<file path="src/rtl/tlbx_pkg.sv">
// Shared encodings for the translation buffer.
// Assumes: callers use only the codes listed here on req_kind.
package tlbx_pkg;

    typedef enum logic [2:0] {
        FLT_NONE    = 3'd0,
        FLT_ADDR_RD = 3'd1,
        FLT_ADDR_WR = 3'd2,
        FLT_REFILL  = 3'd3,
        FLT_INVALID = 3'd4,
        FLT_MODIFY  = 3'd5
    } fault_e;

    localparam logic [1:0] ACC_FETCH = 2'd0;
    localparam logic [1:0] ACC_LOAD  = 2'd1;
    localparam logic [1:0] ACC_STORE = 2'd2;

endpackage

</file>
<file path="src/rtl/tlbx_entry_store.sv">
// Entry storage: N page-pair entries loaded whole through one write port.
// Assumes: wr_idx < N; reset clears every field, so all halves start invalid.
module tlbx_entry_store #(
    parameter int N      = 4,
    parameter int TAG_W  = 19,
    parameter int ASID_W = 8,
    parameter int PFN_W  = 20,
    localparam int IDX_W = (N > 1) ? $clog2(N) : 1
) (
    input  logic              clk,
    input  logic              rst_n,
    input  logic              wr_en,
    input  logic [IDX_W-1:0]  wr_idx,
    input  logic [TAG_W-1:0]  wr_tag,
    input  logic [ASID_W-1:0] wr_asid,
    input  logic              wr_global,
    input  logic [PFN_W-1:0]  wr_pfn_even,
    input  logic              wr_valid_even,
    input  logic              wr_dirty_even,
    input  logic [PFN_W-1:0]  wr_pfn_odd,
    input  logic              wr_valid_odd,
    input  logic              wr_dirty_odd,
    output logic [TAG_W-1:0]  tag_q      [N],
    output logic [ASID_W-1:0] asid_q     [N],
    output logic [N-1:0]      glob_q,
    output logic [PFN_W-1:0]  pfn_even_q [N],
    output logic [PFN_W-1:0]  pfn_odd_q  [N],
    output logic [N-1:0]      v_even_q,
    output logic [N-1:0]      v_odd_q,
    output logic [N-1:0]      d_even_q,
    output logic [N-1:0]      d_odd_q
);

    // Clear on reset, otherwise overwrite the addressed entry.
    always_ff @(posedge clk) begin
        if (!rst_n) begin
            for (int i = 0; i < N; i++) begin
                tag_q[i]      <= '0;
                asid_q[i]     <= '0;
                pfn_even_q[i] <= '0;
                pfn_odd_q[i]  <= '0;
            end
            glob_q   <= '0;
            v_even_q <= '0;
            v_odd_q  <= '0;
            d_even_q <= '0;
            d_odd_q  <= '0;
        end else if (wr_en) begin
            tag_q[wr_idx]      <= wr_tag;
            asid_q[wr_idx]     <= wr_asid;
            glob_q[wr_idx]     <= wr_global;
            pfn_even_q[wr_idx] <= wr_pfn_even;
            pfn_odd_q[wr_idx]  <= wr_pfn_odd;
            v_even_q[wr_idx]   <= wr_valid_even;
            v_odd_q[wr_idx]    <= wr_valid_odd;
            d_even_q[wr_idx]   <= wr_dirty_even;
            d_odd_q[wr_idx]    <= wr_dirty_odd;
        end
    end

endmodule

</file>
<file path="src/rtl/tlbx_match.sv">
// Parallel tag/identifier compare and lowest-index select of the matched half.
// Assumes: several matches may occur; the lowest index wins.
module tlbx_match #(
    parameter int N      = 4,
    parameter int TAG_W  = 19,
    parameter int ASID_W = 8,
    parameter int PFN_W  = 20
) (
    input  logic [TAG_W-1:0]  req_tag,
    input  logic [ASID_W-1:0] req_asid,
    input  logic              req_odd,
    input  logic [TAG_W-1:0]  tag_q      [N],
    input  logic [ASID_W-1:0] asid_q     [N],
    input  logic [N-1:0]      glob_q,
    input  logic [PFN_W-1:0]  pfn_even_q [N],
    input  logic [PFN_W-1:0]  pfn_odd_q  [N],
    input  logic [N-1:0]      v_even_q,
    input  logic [N-1:0]      v_odd_q,
    input  logic [N-1:0]      d_even_q,
    input  logic [N-1:0]      d_odd_q,
    output logic              hit,
    output logic [PFN_W-1:0]  sel_pfn,
    output logic              sel_valid,
    output logic              sel_dirty
);

    logic [N-1:0] match;

    // One comparator per entry.
    for (genvar g = 0; g < N; g++) begin : g_cmp
        assign match[g] = (tag_q[g] == req_tag) &&
                          (glob_q[g] || (asid_q[g] == req_asid));
    end

    // Walk from the top so the lowest matching index is assigned last.
    always_comb begin
        hit       = 1'b0;
        sel_pfn   = '0;
        sel_valid = 1'b0;
        sel_dirty = 1'b0;
        for (int i = N - 1; i >= 0; i--) begin
            if (match[i]) begin
                hit       = 1'b1;
                sel_pfn   = req_odd ? pfn_odd_q[i] : pfn_even_q[i];
                sel_valid = req_odd ? v_odd_q[i]   : v_even_q[i];
                sel_dirty = req_odd ? d_odd_q[i]   : d_even_q[i];
            end
        end
    end

endmodule

</file>
<file path="src/rtl/tlbx_classify.sv">
// Fault priority (address error, refill, invalid, modify) and handler fill fields.
// Assumes: hit/valid/dirty/pfn describe the selected half for this request.
module tlbx_classify
    import tlbx_pkg::*;
#(
    parameter int VA_W      = 32,
    parameter int PA_W      = 32,
    parameter int ASID_W    = 8,
    parameter int PAGE_BITS = 12,
    localparam int VPN_W    = VA_W - PAGE_BITS,
    localparam int PFN_W    = PA_W - PAGE_BITS,
    localparam int FILL_W   = VPN_W - 2
) (
    input  logic [VA_W-1:0]   va,
    input  logic [ASID_W-1:0] asid,
    input  logic [1:0]        kind,
    input  logic              misalign,
    input  logic              hit,
    input  logic [PFN_W-1:0]  pfn,
    input  logic              valid,
    input  logic              dirty,
    output fault_e            fault,
    output logic [PA_W-1:0]   pa,
    output logic [VA_W-1:0]   badvaddr,
    output logic [FILL_W-1:0] hi_vpn2,
    output logic [1:0]        hi_vpn2x,
    output logic [ASID_W-1:0] hi_asid,
    output logic [FILL_W-1:0] ctx_badvpn2
);

    logic [VPN_W-1:0] vpn;
    logic             is_store;
    logic             tlb_flt;

    assign vpn      = va[VA_W-1:PAGE_BITS];
    assign is_store = (kind == ACC_STORE);

    // Pick the highest-priority fault.
    always_comb begin
        fault = FLT_NONE;
        if (misalign)
            fault = is_store ? FLT_ADDR_WR : FLT_ADDR_RD;
        else if (!hit)
            fault = FLT_REFILL;
        else if (!valid)
            fault = FLT_INVALID;
        else if (is_store && !dirty)
            fault = FLT_MODIFY;
    end

    assign tlb_flt = (fault == FLT_REFILL) || (fault == FLT_INVALID) ||
                     (fault == FLT_MODIFY);

    // Result address and handler fill values, zero when they do not apply.
    always_comb begin
        pa          = (fault == FLT_NONE) ? {pfn, va[PAGE_BITS-1:0]} : '0;
        badvaddr    = (fault != FLT_NONE) ? va : '0;
        hi_vpn2     = tlb_flt ? vpn[VPN_W-1:2] : '0;
        hi_vpn2x    = tlb_flt ? vpn[1:0] : 2'b00;
        hi_asid     = tlb_flt ? asid : '0;
        ctx_badvpn2 = tlb_flt ? vpn[VPN_W-1:2] : '0;
    end

endmodule

</file>
<file path="src/rtl/tlbx_top.sv">
// Translation buffer top: storage, lookup, classification, one output register.
// Assumes: req_kind uses only fetch/load/store codes; misalign is valid with req_valid.
module tlbx_top
    import tlbx_pkg::*;
#(
    parameter int N         = 4,
    parameter int VA_W      = 32,
    parameter int PA_W      = 32,
    parameter int ASID_W    = 8,
    parameter int PAGE_BITS = 12,
    localparam int IDX_W    = (N > 1) ? $clog2(N) : 1,
    localparam int VPN_W    = VA_W - PAGE_BITS,
    localparam int TAG_W    = VPN_W - 1,
    localparam int PFN_W    = PA_W - PAGE_BITS,
    localparam int FILL_W   = VPN_W - 2
) (
    input  logic              clk,
    input  logic              rst_n,
    input  logic              wr_en,
    input  logic [IDX_W-1:0]  wr_idx,
    input  logic [TAG_W-1:0]  wr_tag,
    input  logic [ASID_W-1:0] wr_asid,
    input  logic              wr_global,
    input  logic [PFN_W-1:0]  wr_pfn_even,
    input  logic              wr_valid_even,
    input  logic              wr_dirty_even,
    input  logic [PFN_W-1:0]  wr_pfn_odd,
    input  logic              wr_valid_odd,
    input  logic              wr_dirty_odd,
    input  logic              req_valid,
    input  logic [VA_W-1:0]   req_va,
    input  logic [ASID_W-1:0] req_asid,
    input  logic [1:0]        req_kind,
    input  logic              req_misalign,
    output logic              rsp_valid,
    output logic [2:0]        rsp_fault,
    output logic [PA_W-1:0]   rsp_pa,
    output logic [VA_W-1:0]   rsp_badvaddr,
    output logic [FILL_W-1:0] rsp_hi_vpn2,
    output logic [1:0]        rsp_hi_vpn2x,
    output logic [ASID_W-1:0] rsp_hi_asid,
    output logic [FILL_W-1:0] rsp_ctx_badvpn2
);

    logic [TAG_W-1:0]  tag_q      [N];
    logic [ASID_W-1:0] asid_q     [N];
    logic [PFN_W-1:0]  pfn_even_q [N];
    logic [PFN_W-1:0]  pfn_odd_q  [N];
    logic [N-1:0]      glob_q, v_even_q, v_odd_q, d_even_q, d_odd_q;

    logic              hit, sel_valid, sel_dirty;
    logic [PFN_W-1:0]  sel_pfn;
    fault_e            c_fault;
    logic [PA_W-1:0]   c_pa;
    logic [VA_W-1:0]   c_bad;
    logic [FILL_W-1:0] c_vpn2, c_ctx;
    logic [1:0]        c_vpn2x;
    logic [ASID_W-1:0] c_asid;

    tlbx_entry_store #(.N(N), .TAG_W(TAG_W), .ASID_W(ASID_W), .PFN_W(PFN_W)) u_store (
        .clk(clk), .rst_n(rst_n), .wr_en(wr_en), .wr_idx(wr_idx),
        .wr_tag(wr_tag), .wr_asid(wr_asid), .wr_global(wr_global),
        .wr_pfn_even(wr_pfn_even), .wr_valid_even(wr_valid_even), .wr_dirty_even(wr_dirty_even),
        .wr_pfn_odd(wr_pfn_odd), .wr_valid_odd(wr_valid_odd), .wr_dirty_odd(wr_dirty_odd),
        .tag_q(tag_q), .asid_q(asid_q), .glob_q(glob_q),
        .pfn_even_q(pfn_even_q), .pfn_odd_q(pfn_odd_q),
        .v_even_q(v_even_q), .v_odd_q(v_odd_q), .d_even_q(d_even_q), .d_odd_q(d_odd_q)
    );

    tlbx_match #(.N(N), .TAG_W(TAG_W), .ASID_W(ASID_W), .PFN_W(PFN_W)) u_match (
        .req_tag(req_va[VA_W-1:PAGE_BITS+1]), .req_asid(req_asid), .req_odd(req_va[PAGE_BITS]),
        .tag_q(tag_q), .asid_q(asid_q), .glob_q(glob_q),
        .pfn_even_q(pfn_even_q), .pfn_odd_q(pfn_odd_q),
        .v_even_q(v_even_q), .v_odd_q(v_odd_q), .d_even_q(d_even_q), .d_odd_q(d_odd_q),
        .hit(hit), .sel_pfn(sel_pfn), .sel_valid(sel_valid), .sel_dirty(sel_dirty)
    );

    tlbx_classify #(.VA_W(VA_W), .PA_W(PA_W), .ASID_W(ASID_W), .PAGE_BITS(PAGE_BITS)) u_class (
        .va(req_va), .asid(req_asid), .kind(req_kind), .misalign(req_misalign),
        .hit(hit), .pfn(sel_pfn), .valid(sel_valid), .dirty(sel_dirty),
        .fault(c_fault), .pa(c_pa), .badvaddr(c_bad),
        .hi_vpn2(c_vpn2), .hi_vpn2x(c_vpn2x), .hi_asid(c_asid), .ctx_badvpn2(c_ctx)
    );

    // Register the result of each request; hold it while idle.
    always_ff @(posedge clk) begin
        if (!rst_n) begin
            rsp_valid       <= 1'b0;
            rsp_fault       <= FLT_NONE;
            rsp_pa          <= '0;
            rsp_badvaddr    <= '0;
            rsp_hi_vpn2     <= '0;
            rsp_hi_vpn2x    <= '0;
            rsp_hi_asid     <= '0;
            rsp_ctx_badvpn2 <= '0;
        end else begin
            rsp_valid <= req_valid;
            if (req_valid) begin
                rsp_fault       <= c_fault;
                rsp_pa          <= c_pa;
                rsp_badvaddr    <= c_bad;
                rsp_hi_vpn2     <= c_vpn2;
                rsp_hi_vpn2x    <= c_vpn2x;
                rsp_hi_asid     <= c_asid;
                rsp_ctx_badvpn2 <= c_ctx;
            end
        end
    end

    AST_RSP_FOLLOWS_REQ: assert property (@(posedge clk) disable iff (!rst_n)
        req_valid |=> rsp_valid);
    AST_NO_RSP_IDLE: assert property (@(posedge clk) disable iff (!rst_n)
        !req_valid |=> !rsp_valid);
    AST_MISALIGN_FIRST: assert property (@(posedge clk) disable iff (!rst_n)
        req_valid && req_misalign |=> (rsp_fault == FLT_ADDR_RD || rsp_fault == FLT_ADDR_WR));
    AST_STORE_ADDR_ERR: assert property (@(posedge clk) disable iff (!rst_n)
        req_valid && req_misalign && req_kind == ACC_STORE |=> rsp_fault == FLT_ADDR_WR);
    AST_ALIGNED_NO_ADDR_ERR: assert property (@(posedge clk) disable iff (!rst_n)
        req_valid && !req_misalign |=> (rsp_fault != FLT_ADDR_RD && rsp_fault != FLT_ADDR_WR));
    AST_MODIFY_STORE_ONLY: assert property (@(posedge clk) disable iff (!rst_n)
        req_valid && req_kind != ACC_STORE |=> rsp_fault != FLT_MODIFY);
    AST_PAGE_OFFSET: assert property (@(posedge clk) disable iff (!rst_n)
        req_valid |=> (rsp_fault != FLT_NONE ||
                       rsp_pa[PAGE_BITS-1:0] == $past(req_va[PAGE_BITS-1:0])));
    AST_BADVADDR: assert property (@(posedge clk) disable iff (!rst_n)
        req_valid |=> (rsp_fault == FLT_NONE || rsp_badvaddr == $past(req_va)));
    AST_FILL_ASID: assert property (@(posedge clk) disable iff (!rst_n)
        req_valid |=> (rsp_fault < FLT_REFILL || rsp_hi_asid == $past(req_asid)));

endmodule

</file>
<file path="config.mk">
export PLATFORM = sky130hd
export DESIGN_NAME = tlbx_top
export DESIGN_NICKNAME = d
export VERILOG_FILES = /design/src/rtl/tlbx_pkg.sv /design/src/rtl/tlbx_entry_store.sv /design/src/rtl/tlbx_match.sv /design/src/rtl/tlbx_classify.sv /design/src/rtl/tlbx_top.sv
export SDC_FILE = /design/constraint.sdc
export NUM_CORES = 1
export LEC_CHECK = 0
export ABC_AREA = 1
export BUFFER_PORTS_ARGS = -buffer_cell sky130_fd_sc_hd__buf_2
export CAP_MARGIN = 20
export CORE_ASPECT_RATIO = 1.1
export CORE_MARGIN = 5
export CORE_UTILIZATION = 60
export DETAILED_ROUTE_END_ITERATION = 8
export PLACE_DENSITY = 0.81
export SETUP_SLACK_MARGIN = 0.5
export SLEW_MARGIN = 20
export SYNTH_ARGS = -nofsm -noshare
export SYNTH_HDL_FRONTEND = slang
export SYNTH_HIERARCHICAL = 1
export SYNTH_SLANG_ARGS = --single-unit
export TNS_END_PERCENT = 50
</file>
<file path="constraint.sdc">
create_clock -name clk -period 3.2 [get_ports clk]
set_clock_uncertainty 0.2 [all_clocks]
set_input_delay 0.48 -clock clk [delete_from_list [all_inputs] [get_ports clk]]
set_output_delay 0.48 -clock clk [all_outputs]
set_load 0.02 [all_outputs]
</file>
=== After elaboration in Yosys (flattened, before gate mapping) ===
Cells that the tools add are included.

* Flip-flop bits (word level): 384
* Word-level logic and storage cells: 116

* Reduce and logical (&&, ||, !) cells: 16
* Muxes and demuxes: 55
* Equal/unequal tests: 12
* Bitwise gates (word level): 1
* Magnitude comparators: 4

{| class="wikitable"
|+ Operators with widths
! kind !! number
|-
| 2-to-1 mux 20 bit || 9
|-
| bitwise mux 80 bit || 2
|-
| bitwise mux 76 bit || 1
|-
| equality test 19 bit || 4
|-
| 2-to-1 mux 32 bit || 2
|-
| demux 20 bit (select 2 bit) || 1
|-
| demux 19 bit (select 2 bit) || 1
|-
| bitwise mux 32 bit || 1
|-
| equality test 8 bit || 4
|-
| 2-to-1 mux 1 bit || 21
|-
| bitwise mux 4 bit || 5
|-
| 2-to-1 mux 19 bit || 1
|-
| 2-to-1 mux 18 bit || 1
|-
| demux 8 bit (select 2 bit) || 1
|-
| 2-to-1 mux 8 bit || 2
|-
| 2-to-1 mux 3 bit || 4
|-
| logical AND 1 bit || 7
|-
| equality test 3 bit (second input constant) || 2
|-
| logical OR 1 bit || 6
|-
| 2-to-1 mux 2 bit || 2
|-
| equality test 3 x 2 -> 1 bit (second input constant) || 1
|-
| >= comparator 3 bit (second input constant) || 1
|-
| logical NOT 3 bit || 1
|-
| less-than comparator 2 x 3 -> 1 bit (second input constant) || 1
|-
| 7 further kinds || 7
|}

=== Longest topological paths before layout ===
* Depth in word-level cells: 17
* Gate-level depth with buffers: 27

=== Cells and area by module ===
Netlist, hierarchy kept.

{| class="wikitable"
|+ By module, submodules not included
! module !! seq. area each (µm²) !! area an instance (µm²) !! times used !! cells each
|-
| tlbx_entry_store || 5,765.5 || 11,845.1 || 1 || 1,842
|-
| tlbx_top || 2,282.2 || 4,625.7 || 1 || 719
|-
| tlbx_match || 0.0 || 3,545.9 || 1 || 666
|-
| tlbx_classify || 0.0 || 1,012.2 || 1 || 230
|}

=== Worst setup path before layout ===
Ideal clock, no wire load.

* Path kind: input-to-reg
* Start: input port req_va[24]
* End: register rsp_hi_vpn2[11]
* Slack: 0.353 ns
* Stages: 24
* Buffers on the path: 5
* Required time: 2.936 ns
* Arrival: 2.583 ns
* Library setup time: 0.064 ns
* Cells stage by stage: buf_4 xnor2_1 nand2_1 nor2_1 nand2_1 nor2_4 buf_2 nand3_1 nand3_1 nand2_1 nand2_1 nand2_1 inv_1 nand3_2 nand2_1 nand2_1 buf_6 buf_6 a21oi_1 buf_4 inv_1 nand2_1 nand2_1 nor2_1

* Longest elaborated chain between the ends: 16

{| class="wikitable"
|+ RTL lines
! item !! RTL line !! RTL
|-
| start: declaration || tlbx_top.sv:31 || <nowiki>input logic [VA_W-1:0] req_va,</nowiki>
|-
| equality test 19 bit || tlbx_match.sv:31 || <nowiki>assign match[g] = (tag_q[g] == req_tag) &&</nowiki>
|-
| logical AND 1 bit || tlbx_match.sv:31 ||
|-
| 2-to-1 mux 1 bit (3 in series) || tlbx_match.sv:42 || <nowiki>if (match[i]) begin</nowiki>
|-
| 2-to-1 mux 1 bit * || tlbx_match.sv:42 ||
|-
| net sel_dirty || tlbx_top.sv:51 || <nowiki>logic hit, sel_valid, sel_dirty;</nowiki>
|-
| logical NOT 1 bit * || tlbx_classify.sv:47 || <nowiki>else if (is_store && !dirty)</nowiki>
|-
| logical AND 1 bit * || tlbx_classify.sv:47 ||
|-
| 2-to-1 mux 3 bit * || tlbx_classify.sv:47 ||
|-
| 2-to-1 mux 3 bit * || tlbx_classify.sv:45 || <nowiki>else if (!valid)</nowiki>
|-
| 2-to-1 mux 3 bit * || tlbx_classify.sv:43 || <nowiki>else if (!hit)</nowiki>
|-
| 2-to-1 mux 3 bit * || tlbx_classify.sv:41 || <nowiki>if (misalign)</nowiki>
|-
| equality test 3 x 2 -> 1 bit or equality test 3 bit (tied branches) || tlbx_classify.sv:51 || <nowiki>assign tlb_flt = (fault == FLT_REFILL) || (fault == FLT_INVALID) ||</nowiki>
|-
| logical OR 1 bit || tlbx_classify.sv:51 ||
|-
| logical OR 1 bit * || tlbx_classify.sv:51 ||
|-
| 2-to-1 mux 18 bit * || n/a ||
|-
| net c_ctx[11] || tlbx_top.sv:56 || <nowiki>logic [FILL_W-1:0] c_vpn2, c_ctx;</nowiki>
|-
| end signal: assignment || tlbx_top.sv:102 || <nowiki>rsp_hi_vpn2 <= c_vpn2;</nowiki>
|-
| end: declaration || tlbx_top.sv:39 || <nowiki>output logic [FILL_W-1:0] rsp_hi_vpn2,</nowiki>
|}

The timed path passes the listed nets; every way through them passes the cells marked *.
A chain may end at the register's enable or synchronous reset.

=== Worst setup path after layout ===
* Start: register u_store/tag_q[28] (netlist bit)
* End: register rsp_hi_vpn2[9]

* Longest elaborated chain between the ends: 15

{| class="wikitable"
|+ RTL lines
! item !! RTL line !! RTL
|-
| start: declaration || tlbx_entry_store.sv:23 || <nowiki>output logic [TAG_W-1:0] tag_q [N],</nowiki>
|-
| start signal: indexed assignment || tlbx_entry_store.sv:49 || <nowiki>tag_q[wr_idx] <= wr_tag;</nowiki>
|-
| equality test 19 bit * || tlbx_match.sv:31 ||
|-
| logical AND 1 bit * || tlbx_match.sv:31 ||
|-
| 2-to-1 mux 1 bit * (3 in series) || tlbx_match.sv:42 ||
|-
| net sel_dirty || tlbx_top.sv:51 ||
|-
| logical NOT 1 bit * || tlbx_classify.sv:47 ||
|-
| logical AND 1 bit * || tlbx_classify.sv:47 ||
|-
| 2-to-1 mux 3 bit * || tlbx_classify.sv:47 ||
|-
| 2-to-1 mux 3 bit * || tlbx_classify.sv:45 ||
|-
| 2-to-1 mux 3 bit * || tlbx_classify.sv:43 ||
|-
| 2-to-1 mux 3 bit * || tlbx_classify.sv:41 ||
|-
| equality test 3 x 2 -> 1 bit or equality test 3 bit (tied branches) || tlbx_classify.sv:51 ||
|-
| logical OR 1 bit || tlbx_classify.sv:51 ||
|-
| logical OR 1 bit * || tlbx_classify.sv:51 ||
|-
| 2-to-1 mux 18 bit * || n/a ||
|-
| net c_ctx[9] || tlbx_top.sv:56 ||
|}

Marks and branches as above.

==> impl_metrics.csv <==
group,metric,value,unit
critical_path,startpoint_type,"flip-flop",
logic_synthesis,ys_ff_latch,402,
grt,grt_pass1_wl,90.9,mm
clock_tree,numClockSinks,402,
critical_path,r2r_cells,22,
clock_tree,cts_max_level,2,
route,route.detailed.drc,0,
place,place.gp.congestion,0.892,
route,num_vias,20300,
logic_synthesis,synth_cells,3457,
place,numPortBuffers,234,
logic_synthesis,post-synth-top-area-cell,"dfxtp_1",
sta,period_share,0.844,
logic_synthesis,syn_area,21000,µm²
sta,hold-worst-slack,0.0109,ns
logic_synthesis,ys_seq_area_frac,0.383,
route,antenna_left,0,
cells_and_area,layout.nets,3732,
cells_and_area,fill_cells,2981,
sta,rsz0062_at_grt,"true",
grt,antenna_found_initial,5,
critical_path,crit_type,"flip-flop to flip-flop",
sta,hold_violations,0,
sta,setup_tns,0,ns
place,dp_hpwl,37.5,mm
sta,fmax,370,MHz
logic_synthesis,avgSynthCellArea,6.08,µm²
logic_synthesis,yosys_warnings,6,
critical_path,crit_arrival,2.97,ns
critical_path,critPathCaptureType,"flip-flop",
floorplan,num_rows,72,
logic_synthesis,synthTopCellsByArea,"dfxtp_1, nand2_1, nor2_1",
route,viasPerCell,4.95,
power,p_leak,13.7,nW
grt,globalRouteOverflowTotal,0,
route,dr.pass1.iters,6,
hold_path,min_from,"wr_tag[3]",
sta,max_slew_margin,0.523,
floorplan,dieArea,38900,µm²
sta,fin_crit,2.70,ns
clock_tree,tritoncts,"built",
grt,grt_max_degree,145,
clock_tree,clock_latency,0.55,ns
sta,final.setup.worst_slack,0.501,ns
hold_path,hold_end,"u_store/tag_q[22]",
critical_path,worstPathMaxFanout,6,
flow_run,drv_cap,0,
logic_synthesis,yosysTopAreaCellShare,0.383,
floorplan,die_w,189,µm
floorplan,die_height,206,µm
clock_tree,numCtsBuffers,43,
grt,grt_usage,0.282,
clock_tree,cts_root_buffer,"clkbuf_16",
floorplan,coreArea,34900,µm²
sta,worstMarginPinSlew,0.715,ns
critical_path,cp_data_required_time,3.48,ns
route,wire_per_inst,14.2,µm
power,powerDensity,496,nW/µm²
route,wirelength,58.1,mm
floorplan,pin_count,235,
sta,drv_slew,0,
critical_path,r2r-start,"u_store/tag_q[28]",
critical_path,r2r_slack,0.50,ns
grt,grt_pass1_vias,17600,
logic_synthesis,syn_nets,3578,
cells_and_area,area_delta_synth_final,17.1,%
sta,finalSetupViolations,0,
route,first_iter_violations,1944,
clock_tree,clk_pin_slew,0.06,ns
critical_path,reg2reg_to,"rsp_hi_vpn2[9]",
clock_tree,clk_path_buf_depth,3,
status,status,"completed",
place,place_ws,-0.0554,ns
hold_path,min_path_type,"primary input to flip-flop",
power,ir_drop,465,µV
floorplan,initial_core_util,0.603,
logic_synthesis,synthDistinctLibCells,26,
hold_path,whs_path_depth,3,
cells_and_area,layout-drive-gt1-share,0.130,
## report_power, final
part | internal, mW | switching (mW)
clock | 3.02 | 2.05
sequential | 5.29 | 0.165
combinational | 0.608 | 1.09
total | 8.91 | 3.30
## metal layers
layer  part of all wire  wire, µm  global-route usage  up-vias
li1                   -         -                   -    10400
met5            0.00048        28                   0        -
met1               0.41     24100               0.363     9008
met2               0.47     27300               0.477      741
met3              0.076      4440              0.0473      145
met4              0.040      2300               0.107        4
## cell type report
cell class / instances / area [µm²] / share of cell area
multi-input combinational: 2278 / 10300 / 0.417
sequential: 402 / 8060 / 0.327
timing repair buffer: 322 / 2170 / 0.0880
inverter: 564 / 2120 / 0.0860
clock buffer: 65 / 1290 / 0.0525
tap: 444 / 556 / 0.0226
clock inverter: 11 / 139 / 0.00564
antenna: 6 / 15.0 / 0.000610
## cells in the final DEF (no fill, tap or decap), types with 4 or more instances in the layout
cell / Yosys / final
xnor2_1: 54 / 41
nand2_2: 0 / 9
a21oi_2: 0 / 4
nand3_2: 4 / 4
clkbuf_8: 0 / 9
clkbuf_16: 0 / 48
buf_2: 96 / 230
nand4_1: 7 / 7
diode_2: 0 / 6
clkinv_2: 0 / 5
nor3_2: 0 / 7
nor2_2: 3 / 5
nor3_1: 14 / 6
nand2_1: 1065 / 1053
xnor2_2: 0 / 13
clkbuf_1: 55 / 11
nand3_4: 0 / 5
xor2_1: 25 / 25
inv_2: 10 / 14
a21oi_4: 0 / 16
nor2_4: 1 / 5
dfxtp_2: 0 / 10
dlygate4sd3_1: 0 / 12
a21oi_1: 101 / 81
nand2_4: 2 / 4
dfxtp_1: 402 / 392
nor2_1: 781 / 775
mux2i_1: 66 / 66
nand3_1: 145 / 140
inv_1: 554 / 550
buf_4: 31 / 56
buf_12: 0 / 16
## cell families (layout without fill, tap and decap cells)
family / count (synthesis) / after routing / synth area share
AO/OA/AOI/OAI: 109 / 109 / 0.0261
other: 0 / 6 / 0
multiplexers: 66 / 66 / 0.0314
flip-flops: 402 / 402 / 0.383
XOR/XNOR: 79 / 79 / 0.0329
AND/OR/NAND/NOR: 2024 / 2024 / 0.374
buffers and inverters: 777 / 962 / 0.152
## sequential cells by signal, indices dropped and copies added (netlist names)
name / cells
u_store/glob_q: 4
u_store/d_even_q: 4
rsp_hi_vpn2x: 2
u_store/tag_q: 76
u_store/v_odd_q: 4
u_store/d_odd_q: 4
rsp_badvaddr: 32
u_store/v_even_q: 4
rsp_ctx_badvpn2: 18
rsp_hi_asid: 8
rsp_fault: 3
u_store/pfn_even_q: 80
rsp_valid: 1
u_store/asid_q: 32
u_store/pfn_odd_q: 80
rsp_hi_vpn2: 18
rsp_pa: 32
## critical path, cell delays in order, from the launching register on
cell and delay (ns):
dfxtp_1 0.33, inv_1 0.08, nand2_1 0.08, nand2_1 0.06, nand2_1 0.07, nor2_2 0.12, nand3_2 0.13, nor2_4 0.20
nand3_1 0.11, nand3_1 0.08, nand2_1 0.06, nand2_1 0.06, nand2_1 0.06, inv_2 0.07, nand3_4 0.10, nand2_4 0.10
nand2_8 0.09, buf_12 0.17, a21oi_4 0.12, inv_1 0.05, nand2_1 0.06, nand2_1 0.07, nor2_1 0.15
## synth_stat cells (all sizes together)
master / instances
nand2: 1067
nor2: 785
inv: 564
dfxtp: 402
buf: 158
nand3: 149
a21oi: 101
mux2i: 66
clkbuf: 55
xnor2: 54
xor2: 25
nor3: 14
nand4: 7
o21ai: 5
o22ai: 3
and2: 1
or2: 1
## what timing repair did
| action | 4_1_cts | 5_1_grt |
|---|---|---|
| pin swaps | 8 | 26 |
| setup endpoints to repair | 111 | 113 |
| gates cloned | 1 | 3 |
| resized for setup | 22 | 69 |
| buffers inserted | 4 | 3 |
| hold endpoints to repair | 25 | 0 |
| hold buffers | 12 | 0 |
## metrics by stage
step           instances   util  total power, mW  instance area, µm²
6_report            4092  0.706             12.2               24600
5_1_grt             4088  0.706             12.7               24600
4_1_cts             4080  0.693             12.2               24200
3_5_place_dp        3987  0.645             7.16               22500
3_3_place_gp        3987  0.645             7.13               22500
2_1_floorplan       3457      -             6.65               21100
## worst max-delay path by stage
stage | slack (ns) | start | to
5_1_grt | 0.34 | u_store/tag_q[56] | rsp_hi_vpn2[9]
4_1_cts | 0.50 | u_store/tag_q[68] | rsp_badvaddr[24]
6_report | 0.50 | u_store/tag_q[28] | rsp_hi_vpn2[9]
2_1_floorplan | 0.41 | req_va[24] | rsp_hi_vpn2[11]
3_5_place_dp | -0.06 | req_va[25] | rsp_ctx_badvpn2[1]
3_3_place_gp | 0.008 | req_va[25] | rsp_hi_vpn2[3]
Power figures use the tool's default switching activity.
